`src/rtl/can_tx_pair_buf.sv`:
```
module can_tx_pair_buf #(
  parameter int DATA_W = 8
) (
  input  logic              clk,
  input  logic              rst_n,
  input  logic [DATA_W-1:0] wdata_i,
  input  logic              wr_lo_i,
  input  logic              wr_hi_i,
  input  logic              ld_lo_i,
  input  logic              ld_hi_i,
  input  logic              msg_done_i,
  input  logic              tx_ie_i,
  output logic [DATA_W-1:0] shift_o,
  output logic              empty_o,
  output logic              tx_irq_o
);

  logic [DATA_W-1:0] lo_q, hi_q, sh_q;
  logic              emp_q;
  logic              hi_copy;

  assign hi_copy = ld_hi_i && !ld_lo_i;

  always_ff @(posedge clk) begin
    if (!rst_n) begin
      lo_q <= '0;
      hi_q <= '0;
    end else begin
      if (wr_lo_i) lo_q <= wdata_i;
      if (wr_hi_i) hi_q <= wdata_i;
    end
  end

  always_ff @(posedge clk) begin
    if (!rst_n)        sh_q <= '0;
    else if (ld_lo_i)  sh_q <= lo_q;
    else if (hi_copy)  sh_q <= hi_q;
  end

  always_ff @(posedge clk) begin
    if (!rst_n)                       emp_q <= 1'b1;
    else if (wr_hi_i)                 emp_q <= 1'b0;
    else if (hi_copy || msg_done_i)   emp_q <= 1'b1;
  end

  assign shift_o  = sh_q;
  assign empty_o  = emp_q;
  assign tx_irq_o = emp_q & tx_ie_i;

endmodule


```
`config.mk`:
```
export PLATFORM = sky130hd
export DESIGN_NAME = can_tx_pair_buf
export DESIGN_NICKNAME = d
export VERILOG_FILES = /design/src/rtl/can_tx_pair_buf.sv
export SDC_FILE = /design/constraint.sdc
export NUM_CORES = 1
export LEC_CHECK = 0
export BUFFER_PORTS_ARGS = -buffer_cell sky130_fd_sc_hd__buf_2
export CAP_MARGIN = 30
export CORE_MARGIN = 2
export CORE_UTILIZATION = 54
export DETAILED_ROUTE_END_ITERATION = 8
export HOLD_SLACK_MARGIN = 0.05
export PLACE_DENSITY = 0.8
export SYNTH_ARGS = -nofsm -noshare
export SYNTH_HDL_FRONTEND = slang
export SYNTH_SLANG_ARGS = --single-unit
export TNS_END_PERCENT = 100
```
`constraint.sdc`:
```
create_clock -name clk -period 1.2 [get_ports clk]
set_input_delay 0.18 -clock clk [delete_from_list [all_inputs] [get_ports clk]]
set_output_delay 0.18 -clock clk [all_outputs]
set_load 0.05 [all_outputs]
```
## After elaboration in Yosys (flattened, before gate mapping)

Index checks and enable logic that the tools add are counted.

| storage, ports and cells | value |
|---|---|
| register bits after elaboration | 25 |
| word-level logic and storage cells | 14 |

| operators by class | value |
|---|---|
| multiplexer cells | 4 |
| bitwise operators | 1 |
| reduce and logical (&&, ||, !) cells | 5 |

Operators with widths:

| kind | count |
|---|---|
| 8-bit two-way mux | 2 |
| 2-bit nonzero test | 2 |
| 1-bit two-way mux | 2 |
| 1-bit AND | 1 |
| 1-bit logical AND | 1 |
| 1-bit zero test | 1 |
| 1-bit logical OR | 1 |

## Logic depth before layout (Yosys ltp)

Gate-level depths: netlist of run 1.

| logic depth | value |
|---|---|
| depth in word-level cells | 5 |
| depth in mapped cells | 4 |
| gate-level depth less buffers | 3 |

## Worst setup path before layout of run 1

OpenSTA, ideal clock, no wires.

| timing path | value |
|---|---|
| path type | register to output |
| start point | register emp_q (netlist: empty_o) |
| end point | output tx_irq_o |
| arrival | 1.128 ns |
| required time | 1.020 ns |
| slack | -0.108 ns |
| stages on the path, launching flop included | 2 |
| path buffers | 0 |
| path through | dfxtp_1 -> and2_1 |

| on the way | value |
|---|---|
| word-level cells in the longest chain between the ends | 1 |

Ends and longest elaborated chain:

| item | line | source |
|---|---|---|
| from (decl) | 19 | `logic emp_q;` |
| from (signal assigned) | 41 | `if (!rst_n) emp_q <= 1'b1;` |
| from (signal assigned) | 42 | `else if (wr_hi_i) emp_q <= 1'b0;` |
| from (signal assigned) | 43 | `else if (hi_copy \|\| msg_done_i) emp_q <= 1'b1;` |
| 1-bit AND | 48 | `assign tx_irq_o = emp_q & tx_ie_i;` |
| to (decl) | 15 | `output logic tx_irq_o` |

No other way between the ends.

## Worst setup path in the final report of run 1

Same ends and word-level chain as after synthesis.

==> metrics.txt, run 1 <==
R2R Path Start=empty_o; initial core utilization=between 50% and 60%; total congestion overflow=0; CTS tree=built; worst clock skew=0.0150 ns; cts bufs inserted=3; initial antenna violation count=0; Ys Warns=0; Boundary Pins=26; Unique masters post-synth=11; final worst slack=0.0540 ns; met1 WL=a little under 800 microns; sequential area share after synthesis=between 50% and 60%; 1st-pass router iterations=4; gr usage total=17.7%; final count of hold timing violations=0; hpwl dp=around 1200 microns; WHS=around 0.11 ns; TNS Setup=0 ns; leakage=0.530 nW; Clock Latency Late Sink=between 0.3 and 0.4 ns; Buffers on Ports=25; post-route insts no fill=roughly 140; DRC Markers=0; Slew @ Worst Pin=0.322 ns; share of cells above drive strength 1=between 20% and 30%; Worst setup SP type=flop; fin. max-slew vios=0; Core Box Area=approximately 0.0017 sq mm; antenna-violating nets left=0; worst reg2reg path depth=2; Via Count=670; HP Class=in2reg; Slew headroom=about four fifths; R2R Path End=empty_o; DR WL/cell=~12 microns; dpl cells=135; status=complete, no violations; top sig layer=met4; metal2 WL=848 microns; Sink Count=25; post-CTS setup buffers=0; Die Area=0.00221 sq mm; n_diodes=0; DP Worst Slack=between 0.3 and 0.4 ns; post-synthesis sequential element count=25; peak supply drop=0.000807 V; Tcrit/Tclk final=95.5%; Die X-Extent=roughly 47 microns; Post-Syn Area=997 sq um; WHS Path Cells=3; commonest cells after routing, fill and taps aside=mux2i_1, dfxtp_1, buf_2, nor2b_1, o21ai_0; critical path fanouts, max=3; Hold EP=empty_o; global-route wire length before repair=approximately 2700 microns; Max-Cap Viols=0; # rows=15; largest net degree at the start of global routing=26; die height=47.0 microns; fmax=0.873 GHz; Layout Nets=131; DRT iter0 DRCs=2; Pwr Total=between 1.5 and 2 mW; H-tree Lvls=1; hold_sp=msg_done_i; Post-Route WL=1720 microns; Gate Count Post-Synth=91; Crit. End Element=output port; # setup viols final=0; Setup Crit Path Kind=reg2out; reg2reg setup slack=a little under 0.5 ns; Vias/cell=4.82; Reg clk slew, reported paths=0.14 ns; Met3 Routed Length=roughly 74 microns; P per Cell Area=around 1300 mW/mm^2; syn_nets=107; Clock Path Buffers=2; area grow syn2layout=14.4%; Avg Inst Size Synth=between 10 and 15 sq um; crit path time final=between 1 and 1.5 ns; CP arrival=~0.97 ns; root buf cell=clkbuf_4; number of global-route vias before repair=621; RSZ-0062 raised after global routing=false; GP Congestion=between 0.7 and 0.8; CP Data Required Time=roughly 1.0 ns
synth_stat cells, drive strengths merged:
cell type,count,area (sq um)
a211oi,1,7.51
a21oi,8,40.0
and2,1,6.26
buf,6,53.8
dfxtp,25,500
inv,1,3.75
mux2i,24,240
nor2b,16,100
o21ai,9,45.0
repair_timing:
item,in CTS,in global routing
gates resized for setup,2,2
hold endpoints to repair,0,0
hold buffers,0,0
setup endpoints to repair,1,1
metal layers:
| metal | global-route usage, % | vias up |
|---|---|---|
| met3 | 3.46 | 2 |
| met4 | 8.33 | 0 |
| met1 | 23.0 | 291 |
| li1 | - | 361 |
| met2 | 28.5 | 16 |
| met5 | 0 | - |
worst max-delay path, stage by stage (launching register included):
cell and delay [ns]:
dfxtp_2 0.37, and2_4 0.15, buf_8 0.14
worst max-delay path by stage:
| stage | startpoint | to | slack, ns | cells past startpoint |
|---|---|---|---|---|
| after CTS | empty_o | tx_irq_o | 0.02 | 2 |
| after floorplan | empty_o | tx_irq_o | 0.18 | 1 |
| final | empty_o | tx_irq_o | 0.05 | 2 |
| after global routing | empty_o | tx_irq_o | 0.009 | 2 |
| after global placement | empty_o | tx_irq_o | 0.35 | 2 |
| after detailed placement | empty_o | tx_irq_o | 0.32 | 2 |
power by group:
part	total [mW]	switching, mW	internal, mW
registers	0.907	0.0253	0.882
clock network	0.361	0.237	0.124
logic	0.260	0.160	0.0997
total	1.53	0.422	1.11
through the flow:
stage | util [%] | area (sq um)
5_1_grt | 66.1 | 1140
2_1_floorplan | - | 1000
6_report | 66.1 | 1140
3_5_place_dp | 63.8 | 1100
3_3_place_gp | 63.8 | 1100
4_1_cts | 65.8 | 1140
flip-flops by register name, indices dropped and copies added (netlist names):
signal   flops
empty_o      1
hi_q         8
lo_q         8
shift_o      8
final cells by class:
class	count	area (sq um)
clock buffer	3	22.5
timing repair buffer	25	135
multi-input combinational	59	442
inverter	1	3.75
tap	25	31.3
clock inverter	1	5.00
sequential	25	502
fill	161	586
cells by family after synthesis:
logic type | Yosys count | share of synthesized area [%]
AO/OA/AOI/OAI | 18 | 9.28
flip-flops | 25 | 50.2
AND/OR/NAND/NOR | 17 | 10.7
buffers and inverters | 7 | 5.77
multiplexers | 24 | 24.1
Power figures use the tool's default switching activity.
==> run 2: changes to the inputs <==
Settings changed: BUFFER_PORTS_ARGS -buffer_cell sky130_fd_sc_hd__buf_2 to default, CORE_UTILIZATION 54 to 58, CTS_CLUSTER_SIZE from default to 24, DONT_BUFFER_PORTS from default to 1, PLACE_DENSITY 0.8 to 0.74.
==> run 2 against run 1 <==
Via count grew 2.4%. Maximum frequency is essentially flat. Register-to-register slack is essentially flat. Core utilization grew 11 points. Flip-flop and latch count is the same. Hold slack lost 0.13 ns. Final cell count shrank 7.9%. The flow now finishes with violations (hold timing). Critical endpoint unchanged. Clock power is essentially flat. Setup slack gained 0.00084 ns. Global-route usage grew 2.4 points.
==> metrics.txt, run 2 (same netlist as run 1, synthesis figures left out) <==
DRC Markers=0 (unchanged); DRT iter0 DRCs=5 (was 2); Boundary Pins=26 (unchanged); Sink Count=25 (unchanged); critical path's largest stage delay=0.36 ns (was 0.37 ns); Clock Latency Late Sink=0.31 ns (about the same); GP Congestion=0.686 (was 0.708); dpl cells=110 (was 135); P per Cell Area=1270 mW/mm^2 (was 1340 mW/mm^2); Post-Route WL=1710 microns (was 1720 microns); initial core utilization=64.0% (was 57.8%); most common cell after layout, fill and taps aside=mux2i_1; Via Count=686 (was 670); Tcrit/Tclk final=95.4% (was 95.5%); leakage=0.533 nW (was 0.530 nW); Final Cell Area=0.00120 sq mm (was 0.00114 sq mm); delay-heaviest family, CP=flip-flops (unchanged); HP Class=in2reg (unchanged); CTS tree=built (unchanged); Fillers=109 (was 161); WHS=-0.0151 ns (was 0.114 ns); antenna-violating nets left=0 (unchanged); final worst slack=0.0548 ns (was 0.0540 ns); Reg clk slew, reported paths=0.14 ns (about the same); # rows=14 (was 15); fmax=0.873 GHz (about the same); peak supply drop=0.000781 V (was 0.000807 V); total congestion overflow=0 (unchanged); CP cell instances=and2_2 (was and2_4, buf_8); Clock Path Buffers=2 (unchanged); status=finished, violations left (was complete, no violations); Max-Cap Viols=0 (unchanged); Area after DPL=0.00103 sq mm (was 0.00110 sq mm); Worst setup SP type=flop (unchanged); Slew @ Worst Pin=0.598 ns (was 0.322 ns); crit path time final=1.15 ns (about the same); final count of hold timing violations=1 (was 0); number of global-route vias before repair=683 (was 621); # setup viols final=0 (unchanged); root buf cell=clkbuf_4 (unchanged); Vias/cell=5.36 (was 4.82); violations in the final reports=hold timing; H-tree Lvls=1 (unchanged); 1st-pass router iterations=4 (unchanged); Buffers on Ports=0 (was 25); CP Data Required Time=1.02 ns (about the same); largest net degree at the start of global routing=24 (was 26); hpwl dp=1030 microns (was 1180 microns); Die X-Extent=45.5 microns (was 47.0 microns); commonest cells after routing, fill and taps aside=mux2i_1, dfxtp_1, nor2b_1, dlygate4sd3_1 (was mux2i_1, dfxtp_1, buf_2, nor2b_1, o21ai_0); final core utilization=77.3% (was 66.1%); Max stage delay cell, worst path=dfxtp_2 (unchanged); cts bufs inserted=3 (unchanged); n_diodes=0 (unchanged); Critical path buffers and inverters=0 (was 1); global-route wire length before repair=2970 microns (was 2660 microns); Die Area=0.00207 sq mm (was 0.00221 sq mm); gr usage total=20.1% (was 17.7%); Core Box Area=0.00156 sq mm (was 0.00173 sq mm); Crit. End Element=output port (unchanged); RSZ-0062 raised after global routing=false (unchanged); DP Worst Slack=0.411 ns (was 0.322 ns); Setup Crit Path Kind=reg2out (unchanged); share of cells above drive strength 1=15.2% (was 28.1%); post-route insts no fill=128 (was 139); worst clock skew=0.00928 ns (was 0.0150 ns); TNS Setup=0 ns (unchanged); post-CTS setup buffers=0 (unchanged); Slew headroom=60.2% (was 78.5%); area grow syn2layout=20.8% (was 14.4%); initial antenna violation count=0 (unchanged); CP arrival=0.97 ns (about the same); die height=45.5 microns (was 47.0 microns); DR WL/cell=13.4 microns (was 12.4 microns); critical path fanouts, max=3 (unchanged); Layout Nets=129 (was 131); fin. max-slew vios=0 (unchanged); Pwr Total=1.53 mW (about the same)
-- run 2: changes by cell type in the layout (fill, tap and decap cells not counted), sizes merged --
cell          change
buf              -16
dlygate4sd3      +13
dlymetal6s4s      +1
-- run 2: per-layer routing --
metal / track usage [%] / share of wire (%)
met2: 33.0 / 45
met3: 3.57 / 4.7
met4: 8.82 / 0.64
met1: 25.7 / 50
met5: 0 / 0
-- run 2: path summary, 6_finish.rpt --
kind / end / startpoint / depth (start not counted) / slack [ns]
worst min-delay path: shift_o[4] / rst_n / 2 / -0.02
worst min register to register: lo_q[6] / lo_q[6] / 2 / 0.52
worst max register to register: empty_o / empty_o / 2 / 0.48
worst max-delay path: tx_irq_o / empty_o / 1 / 0.05
-- run 2: what timing repair did --
item                                    in CTS  in global routing
endpoints found under the setup margin       0                  9
gates resized for setup                      0                  2
hold buffers                                14                  2
hold endpoints to repair                    25                  2
-- run 2: cell type report --
cell class | count | area [sq um] | area share, %
Clock buffer | 3 | 22.5 | 1.87
Clock inverter | 1 | 5.00 | 0.415
Timing Repair Buffer | 23 | 210 | 17.4
Multi-Input combinational cell | 59 | 440 | 36.6
Tap cell | 16 | 20.0 | 1.66
Inverter | 1 | 3.75 | 0.312
Sequential cell | 25 | 503 | 41.7
-- run 2: report_power, final --
part           switching [mW]  internal (mW)
Clock                   0.238          0.124
Combinational           0.148          0.118
Sequential             0.0240          0.882
==> run 3: changes to the inputs <==
Settings changed: CORE_UTILIZATION 58 to 55, PLACE_DENSITY 0.74 to 0.7.
==> run 3 against run 2 <==
The flow now finishes without violations. Maximum frequency decreased by 0.18%. Power increased by 0.12%. Clock power is essentially flat. Largest cell class unchanged. First-iteration DRC count grew 20%. Hold slack improved by 0.069 ns. Critical path depth up 2. Clock-buffer cell count rose by 1. Highest routed layer unchanged. Clock skew decreased by 0.0050 ns. Routed wire length increased by 5.4%. Die area grew 5.0%.
==> metrics.txt, run 3 (same netlist as run 1, synthesis figures left out) <==
clock network fraction of design power=23.7% (was 23.6%); final count of hold timing violations=0 (was 1); initial core utilization=58.4% (was 64.0%); hold_sp=wdata_i[6] (was rst_n); Worst setup SP type=flop (unchanged); DRC Markers=0 (unchanged); Clock Latency Late Sink=0.31 ns (about the same); final worst slack=0.0527 ns (was 0.0548 ns); peak supply drop=0.000832 V (was 0.000781 V); Vias/cell=5.04 (was 5.36); DR WL/cell=13.1 microns (was 13.4 microns); Setup Crit Path Kind=reg2reg (was reg2out); net switching fraction of the power=26.3% (was 26.7%); total congestion overflow=0 (unchanged); CP arrival=1.35 ns (was 0.97 ns); Pwr Total=1.54 mW (was 1.53 mW); worst reg2reg path depth=3 (was 2); Slew headroom=61.5% (was 60.2%); Via Count=695 (was 686); Clock Path Buffers=2 (unchanged); CTS tree=built (unchanged); fin. max-slew vios=0 (unchanged); RSZ-0062 raised after global routing=false (unchanged); die height=46.6 microns (was 45.5 microns); hpwl dp=1080 microns (was 1030 microns); share of cells above drive strength 1=13.3% (was 15.2%); largest net degree at the start of global routing=23 (was 24); initial antenna violation count=0 (unchanged); area grow syn2layout=22.7% (was 20.8%); Die Area=0.00217 sq mm (was 0.00207 sq mm); WHS Path Cells=2 (unchanged); Buffers on Ports=0 (unchanged); Max-Cap Viols=0 (unchanged); Boundary Pins=26 (unchanged); critical path fanouts, max=2 (was 3); DP Worst Slack=0.401 ns (was 0.411 ns); fmax=0.872 GHz (was 0.873 GHz); Cell Int Power=1.13 mW (was 1.12 mW); R2R Path Start=lo_q[7] (was empty_o); status=complete, no violations (was finished, violations left); H-tree Lvls=1 (unchanged); R2R Path End=shift_o[7] (was empty_o); 1st-pass router iterations=2 (was 4); GP Congestion=0.632 (was 0.686); root buf cell=clkbuf_4 (unchanged); TNS Setup=0 ns (unchanged); Layout Nets=130 (was 129); Hold EP=lo_q[6] (was shift_o[4]); post-CTS setup buffers=0 (unchanged); sequential share of power=59.0% (was 59.1%); crit path time final=1.15 ns (about the same); Die X-Extent=46.6 microns (was 45.5 microns); leakage=0.537 nW (was 0.533 nW); worst clock skew=0.00432 ns (was 0.00928 ns); antenna-violating nets left=0 (unchanged); Comb pwr share=17.3% (about the same); global-route wire length before repair=2840 microns (was 2970 microns); # rows=15 (was 14); commonest cells after routing, fill and taps aside=mux2i_1, dfxtp_1, nor2b_1, dlygate4sd3_1, buf_4 (was mux2i_1, dfxtp_1, nor2b_1, dlygate4sd3_1); cts bufs inserted=3 (unchanged); gr usage total=19.0% (was 20.1%); CP Data Required Time=1.41 ns (was 1.02 ns); HP Class=in2reg (unchanged); Reg clk slew, reported paths=0.13 ns (was 0.14 ns); Core Box Area=0.00171 sq mm (was 0.00156 sq mm); DRT iter0 DRCs=6 (was 5); Tcrit/Tclk final=95.6% (was 95.4%); # setup viols final=0 (unchanged); Sink Count=25 (unchanged); n_diodes=0 (unchanged); Slew @ Worst Pin=0.577 ns (was 0.598 ns); Crit. End Element=flop (was output port); number of global-route vias before repair=671 (was 683); Net Switching=0.403 mW (was 0.409 mW); P per Cell Area=1250 mW/mm^2 (was 1270 mW/mm^2); Post-Route WL=1810 microns (was 1710 microns); reg2reg setup slack=0.05 ns (was 0.48 ns)
-- run 3: changes by cell type in the layout (fill, tap and decap cells not counted) --
cell	delta
dlygate4sd3_1	+1
clkbuf_1	+1
clkinv_2	-1
dfxtp_1	+1
dfxtp_2	-1
o21ai_0	-1
o21ai_1	+1
-- run 3: power by group through the flow --
stage	logic [mW]	registers (mW)	clock network, mW
finish	0.265	0.905	0.365
global route	0.285	0.911	0.409
floorplan	0.135	0.987	0
detailed placement	0.208	0.925	0
global placement	0.205	0.922	0
CTS	0.266	0.906	0.372
-- run 3: worst max path at each step --
stage               startpoint    endpoint  slack, ns  depth (start not counted)
detailed placement     empty_o    tx_irq_o       0.40                          1
global placement       empty_o    tx_irq_o       0.42                          1
CTS                      rst_n  shift_o[1]      0.007                          3
floorplan              empty_o    tx_irq_o       0.18                          1
global route           lo_q[4]     lo_q[4]      0.005                          3
finish                 lo_q[7]  shift_o[7]       0.05                          3
-- run 3: critical path, cell delays in order, from the launching register on --
cell and delay [ns]:
dfxtp_1 0.33, o21ai_1 0.12, dlygate4sd3_1 0.56, a21oi_1 0.04
-- run 3: through the flow --
| stage | area (sq um) | util (%) | cells | hold slack, ns |
|---|---|---|---|---|
| 2_1_floorplan | 1000 | - | 91 | 0.308 |
| 3_3_place_gp | 1040 | 61.2 | 119 | 0.262 |
| 3_5_place_dp | 1040 | 61.2 | 119 | 0.265 |
| 4_1_cts | 1220 | 71.5 | 138 | 0.0534 |
| 5_1_grt | 1220 | 71.6 | 138 | 0.0566 |
| 6_report | 1220 | 71.6 | 138 | 0.0540 |
-- run 3: metal layers --
layer / vias to the layer above / wire (microns) / GRT usage [%]
li1: 358 / - / -
met1: 318 / 847 / 24.5
met2: 17 / 858 / 31.9
met3: 2 / 85 / 2.75
met4: 0 / 14 / 6.86
met5: - / 0 / 0
-- run 3: what timing repair did --
item,4_1_cts,5_1_grt
hold buffers,15,0
resized for setup,0,2
endpoints found under the setup margin,0,8
hold endpoints to repair,25,0
-- run 3: area by class of cell --
| class | count | area (sq um) |
|---|---|---|
| Sequential cell | 25 | 502 |
| Fill cell | 138 | 484 |
| Multi-Input combinational cell | 59 | 440 |
| Timing Repair Buffer | 24 | 220 |
| Tap cell | 25 | 31.3 |
| Clock buffer | 4 | 26.3 |
| Inverter | 1 | 3.75 |
